--- src/rtl/intr_agg_pkg.sv ---
package intr_agg_pkg;
  localparam logic [1:0] SEL_HOST_EN = 2'd0;
  localparam logic [1:0] SEL_AUX_EN  = 2'd1;
  localparam logic [1:0] SEL_STATUS  = 2'd2;
  localparam logic [1:0] SEL_SUMMARY = 2'd3;

  typedef struct packed {
    logic hostWr;
    logic auxWr;
    logic statClr;
    logic chOk;
    logic sumSel;
  } strobe_t;
endpackage

--- src/rtl/intr_agg_ctrl.sv ---
module intr_agg_ctrl
  import intr_agg_pkg::*;
#(
  parameter int NUM_CH = 6,
  parameter int CH_AW  = 3
) (
  input  logic             wrEn,
  input  logic [CH_AW+1:0] addr,
  output strobe_t          strb,
  output logic [CH_AW-1:0] chIdx,
  output logic [1:0]       regSel
);
  logic chOk;

  assign chIdx  = addr[CH_AW+1:2];
  assign regSel = addr[1:0];
  assign chOk   = int'(chIdx) < NUM_CH;

  always_comb begin
    strb         = '0;
    strb.chOk    = chOk;
    strb.sumSel  = (regSel == SEL_SUMMARY);
    strb.hostWr  = wrEn && chOk && (regSel == SEL_HOST_EN);
    strb.auxWr   = wrEn && chOk && (regSel == SEL_AUX_EN);
    strb.statClr = wrEn && chOk && (regSel == SEL_STATUS);
  end
endmodule

--- src/rtl/intr_agg_dp.sv ---
module intr_agg_dp
  import intr_agg_pkg::*;
#(
  parameter int NUM_CH = 6,
  parameter int CH_AW  = 3,
  parameter int WM_W   = 4,
  parameter int ERR_W  = 3,
  parameter int DATA_W = 8
) (
  input  logic                      clk,
  input  logic                      rstN,
  input  strobe_t                   strb,
  input  logic [CH_AW-1:0]          chIdx,
  input  logic [1:0]                regSel,
  input  logic [DATA_W-1:0]         wdata,
  input  logic [NUM_CH-1:0]         causeCopy,
  input  logic [NUM_CH*WM_W-1:0]    causeWm,
  input  logic [NUM_CH*ERR_W-1:0]   causeErr,
  output logic [DATA_W-1:0]         rdata,
  output logic [NUM_CH-1:0]         summary,
  output logic                      irq,
  output logic [NUM_CH*(1+WM_W+ERR_W)-1:0] statusFlat,
  output logic [NUM_CH*(1+WM_W+ERR_W)-1:0] enableFlat
);
  localparam int STAT_W = 1 + WM_W + ERR_W;
  localparam logic [STAT_W-1:0] HOST_MASK = {{ERR_W{1'b0}}, {(WM_W+1){1'b1}}};
  localparam logic [STAT_W-1:0] AUX_MASK  = ~HOST_MASK;

  logic [STAT_W-1:0] hostArr [NUM_CH];
  logic [STAT_W-1:0] auxArr  [NUM_CH];
  logic [STAT_W-1:0] statArr [NUM_CH];

  for (genvar ch = 0; ch < NUM_CH; ch++) begin : g_ch
    logic              chHit;
    logic [STAT_W-1:0] causeVec;
    logic [STAT_W-1:0] clrMask;
    logic [STAT_W-1:0] hostEn, auxEn, stat;

    assign chHit    = (int'(chIdx) == ch);
    assign causeVec = {causeErr[ch*ERR_W +: ERR_W], causeWm[ch*WM_W +: WM_W], causeCopy[ch]};
    assign clrMask  = (strb.statClr && chHit) ? wdata[STAT_W-1:0] : '0;

    always_ff @(posedge clk) begin
      if (!rstN) begin
        hostEn <= '0;
        auxEn  <= '0;
        stat   <= '0;
      end else begin
        if (strb.hostWr && chHit) hostEn <= wdata[STAT_W-1:0] & HOST_MASK;
        if (strb.auxWr && chHit)  auxEn  <= wdata[STAT_W-1:0] & AUX_MASK;
        stat <= (stat & ~clrMask) | causeVec;
      end
    end

    assign summary[ch] = |(stat & (hostEn | auxEn));
    assign hostArr[ch] = hostEn;
    assign auxArr[ch]  = auxEn;
    assign statArr[ch] = stat;
    assign statusFlat[ch*STAT_W +: STAT_W] = stat;
    assign enableFlat[ch*STAT_W +: STAT_W] = hostEn | auxEn;
  end

  always_ff @(posedge clk) begin
    if (!rstN) irq <= 1'b0;
    else       irq <= |summary;
  end

  always_comb begin
    rdata = '0;
    if (strb.sumSel) begin
      rdata[NUM_CH-1:0] = summary;
    end else if (strb.chOk) begin
      case (regSel)
        SEL_HOST_EN: rdata[STAT_W-1:0] = hostArr[chIdx];
        SEL_AUX_EN:  rdata[STAT_W-1:0] = auxArr[chIdx];
        default:     rdata[STAT_W-1:0] = statArr[chIdx];
      endcase
    end
  end
endmodule

--- src/rtl/intr_aggregator.sv ---
module intr_aggregator
  import intr_agg_pkg::*;
#(
  parameter int NUM_CH = 6,
  parameter int CH_AW  = 3,
  parameter int WM_W   = 4,
  parameter int ERR_W  = 3,
  localparam int STAT_W = 1 + WM_W + ERR_W,
  localparam int DATA_W = (STAT_W > NUM_CH) ? STAT_W : NUM_CH
) (
  input  logic                    clk,
  input  logic                    rstN,
  input  logic                    wrEn,
  input  logic [CH_AW+1:0]        addr,
  input  logic [DATA_W-1:0]       wdata,
  output logic [DATA_W-1:0]       rdata,
  input  logic [NUM_CH-1:0]       causeCopy,
  input  logic [NUM_CH*WM_W-1:0]  causeWm,
  input  logic [NUM_CH*ERR_W-1:0] causeErr,
  output logic [NUM_CH-1:0]       summary,
  output logic                    irq
);
  strobe_t                    strb;
  logic [CH_AW-1:0]           chIdx;
  logic [1:0]                 regSel;
  logic [NUM_CH*STAT_W-1:0]   statusFlat;
  logic [NUM_CH*STAT_W-1:0]   enableFlat;

  intr_agg_ctrl #(.NUM_CH(NUM_CH), .CH_AW(CH_AW)) i_ctrl (
    .wrEn(wrEn), .addr(addr), .strb(strb), .chIdx(chIdx), .regSel(regSel)
  );

  intr_agg_dp #(
    .NUM_CH(NUM_CH), .CH_AW(CH_AW), .WM_W(WM_W), .ERR_W(ERR_W), .DATA_W(DATA_W)
  ) i_dp (
    .clk(clk), .rstN(rstN), .strb(strb), .chIdx(chIdx), .regSel(regSel),
    .wdata(wdata), .causeCopy(causeCopy), .causeWm(causeWm), .causeErr(causeErr),
    .rdata(rdata), .summary(summary), .irq(irq),
    .statusFlat(statusFlat), .enableFlat(enableFlat)
  );
endmodule

--- config.mk ---
export PLATFORM = sky130hd
export DESIGN_NAME = intr_aggregator
export DESIGN_NICKNAME = d
export VERILOG_FILES = /design/src/rtl/intr_agg_pkg.sv /design/src/rtl/intr_agg_ctrl.sv /design/src/rtl/intr_agg_dp.sv /design/src/rtl/intr_aggregator.sv
export SDC_FILE = /design/constraint.sdc
export NUM_CORES = 1
export LEC_CHECK = 0
export ABC_AREA = 1
export BUFFER_PORTS_ARGS = -buffer_cell sky130_fd_sc_hd__buf_2
export CAP_MARGIN = 15
export CORE_ASPECT_RATIO = 0.5
export CORE_MARGIN = 1
export CORE_UTILIZATION = 55
export CTS_BUF_LIST = sky130_fd_sc_hd__clkbuf_4 sky130_fd_sc_hd__clkbuf_8 sky130_fd_sc_hd__clkbuf_16
export CTS_CLUSTER_DIAMETER = 30
export DETAILED_ROUTE_END_ITERATION = 7
export PLACE_DENSITY = 0.78
export REMOVE_ABC_BUFFERS = 1
export SLEW_MARGIN = 40
export SYNTH_ARGS = -nofsm -noshare
export SYNTH_HDL_FRONTEND = slang
export SYNTH_SLANG_ARGS = --single-unit
export TNS_END_PERCENT = 5
--- constraint.sdc ---
create_clock -name clk -period 1.5 [get_ports clk]
set_clock_uncertainty 0.15 [all_clocks]
set_input_delay 0.15 -clock clk [delete_from_list [all_inputs] [get_ports clk]]
set_output_delay 0.15 -clock clk [all_outputs]
set_load 0.01 [all_outputs]
==> run_results.csv <==
group,metric,value,unit
run_status,status,"finished, violations left",
run_status,violations,"setup timing",
setup_path,path_cells,"nand2_1 -> nand2_1 -> nand2_1 -> nand2_1 -> nand2_1 -> nand2_1 -> nand2_1 -> nand2_1 -> nand2_1 -> nand2_1 -> buf_2",
setup_path,critPathTopFamily,"simple AND/OR/NAND/NOR gates",
final_layout,area_growth,36.2,%
floorplan,fp.dieH,69.4,µm
place,dp_hpwl,11.7,mm
clock_tree,clk_latency,350,ps
power,ir_drop,0.000731,V
timing,worstMarginPinSlew,351,ps
final_layout,fillerInstances,678,
setup_path,crit_path_max_fanout,3,
routing,firstDrtPassIters,5,
grt,grtUsageTotal,36.9,%
clock_tree,cts_tree,"yes",
final_layout,nNetsFinal,1041,
clock_tree,clkSinkCount,97,
setup_path,reg2reg_depth,9,
grt,overflow,0,
place,place_area,0.00582,mm²
floorplan,rows,24,
timing,hold_viol,0,
final_layout,layout_commonest_cell,"nand2_1",
synthesis,synthesis.instances,827,
min_path,min_to,"i_dp.g_ch[5].hostEn[0]$_SDFFE_PN0P_",
synthesis,yosys_warnings,0,
setup_path,path_class,"register to primary output",
final_layout,final_cell_mix,"nand2_1 (271), nor2_1 (191), buf_2 (74)",
setup_path,start_kind,"register",
timing,slew_headroom,76.6,%
routing,drt_iter0_drc,484,
synthesis,synth-async-reset-ratio,0,%
grt,grt_pass1_wl,26.7,mm
power,power,6.13,mW
min_path,min_path_type,"input pin to register",
run,maxCapViolations,0,
grt,antenna_found_initial,0,
grt,grt_pass1_vias,5415,
routing,num_vias,5893,
setup_path,cp.depth,11,
setup_path,crit_buf_inv,1,
timing,worst_hold_slack,64.5,ps
timing,totalNegativeSetupSlack,-1870,ps
setup_path,end_kind,"primary output",
timing,slew_viol_final,0,
final_layout,layout-drive-gt1-share,26.9,%
clock_tree,h-tree-depth,3,
routing,ant_nets,0,
setup_path,cp.required,1200,ps
setup_path,slowest_stage,"dfxtp_2",
synthesis,synth_area_per_cell,6.05,µm²
routing,drt_wl_total,16.9,mm
timing,rsz0062_at_grt,"yes",
floorplan,core,0.00877,mm²
clock_tree,clockBufferDepth,2,
final_layout,fin_cells,1099,
routing,drcViolationCount,0,
place,io_buffer_count,78,
synthesis,syn_area,0.00500,mm²
routing,avgRoutedWirePerCell,15.4,µm
final_layout,fin_util,77.7,%
floorplan,ios,79,
synthesis,ys_dominant_reg_cell,"dfxtp_1",
power,power.density,900,mW/mm²
timing,max_freq,575,MHz
setup_path,reg2reg_from,"i_dp.g_ch[5].stat[0]$_SDFF_PN0_",
timing,fin_ws,-240,ps
place,pre_cts_slack,-171,ps
setup_path,r2r_end,"i_dp.irq$_SDFF_PN0_",
synthesis,synth_cell_type_count,23,
final_layout,antenna_cells,0,
synthesis,synth_edf_count,0,
power,power.leakage,3.28,nW
floorplan,start_util,57.1,%
synthesis,ys_seq_area_share,38.8,%
timing,setup_violations,12,
floorplan,die_w,137,µm
clock_tree,cts-root-buf,"clkbuf_16",
timing,finalCriticalPeriod,1740,ps
setup_path,worstPathArrival,1440,ps
setup_path,r2r_slack,60,ps
clock_tree,cts_buffers,9,
timing,period_share,116,%
place,gp_congestion,0.979,
min_path,hold_depth,3,
synthesis,synth-seq-cells,97,
floorplan,dieArea,0.00951,mm²
grt,grt_max_degree,49,
place,dp_cells,1033,
routing,via_per_inst,5.36,
setup_path,max_stage_delay,340,ps
final_layout,design_area,0.00682,mm²
clock_tree,cts.clk_slew.worst_paths,70,ps
min_path,hp-start,"wdata[0]",
setup_path,cp_common_cell,"nand2_1",
[synth_stat cells (2+ instances only)]
master,count,area [µm²]
nand2_1,291,1090
buf_4,4,30.0
nand2_4,2,22.5
a21oi_1,58,290
buf_2,9,45.0
o21ai_1,4,20.0
nor2_4,3,33.8
nand2_2,3,18.8
clkbuf_1,20,75.1
nor2_1,197,739
nand3_1,42,210
dfxtp_1,97,1940
inv_2,7,26.3
o21ai_0,52,260
inv_1,25,93.8
nor2_2,6,37.5
[area by class of cell]
class	count	area [µm²]	share of cell area, %
clock inverter	5	62.6	0.918
inverter	34	130	1.91
clock buffer	11	246	3.62
sequential	97	2030	29.7
tap	117	146	2.15
timing repair buffer	174	1360	19.9
multi-input combinational	661	2850	41.8
[worst register-to-register path, cell delays in order (launching register included)]
cell and delay (ps):
dfxtp_2 340, nand2_1 60, nand2_1 60, a21oi_2 180
nand2_2 130, buf_4 150, nor2_1 90, nand3_1 80
nand2_1 80, inv_1 40
[flip-flops by register name, indices dropped and copies added (netlist names)]
name	count
i_dp.g_ch.stat	48
i_dp.g_ch.hostEn	30
i_dp.g_ch.auxEn	18
i_dp.irq	1
[power breakdown]
part           leakage, nW  internal [mW]  switching, mW
combinational         2.32          0.398          0.488
sequential           0.821           2.70          0.118
clock                0.146           1.37           1.06
total                 3.28           4.46           1.67
[kinds of logic after synthesis]
kind of cell | count (synthesis) | share of synthesized area [%]
simple gates | 546 | 43.7
compound gates | 115 | 11.6
flops | 97 | 38.8
buf+inv | 69 | 5.90
[worst max-delay path by stage]
| stage | start | end |
|---|---|---|
| 2_1_floorplan | addr[3] | i_dp.g_ch[5].stat[0]$_SDFF_PN0_ |
| 6_report | i_dp.g_ch[2].auxEn[5]$_SDFFE_PN0P_ | rdata[5] |
| 4_1_cts | i_dp.g_ch[2].auxEn[5]$_SDFFE_PN0P_ | rdata[5] |
| 3_5_place_dp | addr[3] | i_dp.g_ch[5].stat[5]$_SDFF_PN0_ |
| 3_3_place_gp | addr[2] | rdata[1] |
| 5_1_grt | i_dp.g_ch[3].hostEn[0]$_SDFFE_PN0P_ | rdata[0] |
[what timing repair did]
action                                 CTS  global route
pin swaps                               14             7
buffers inserted                         2             0
resized for setup                       63            48
hold buffers                            48             0
endpoints found under the hold margin   48             0
setup endpoints to repair               14            15
[routing by layer]
metal / wire length [µm] / up-vias / GRT usage [%]
met1: 7460 / 2674 / 51.4
met4: 406 / 0 / 10.5
li1: - / 2893 / -
met2: 7130 / 280 / 54.9
met5: 0 / - / 0
met3: 1900 / 46 / 11.2
Power figures use the tool's default switching activity.
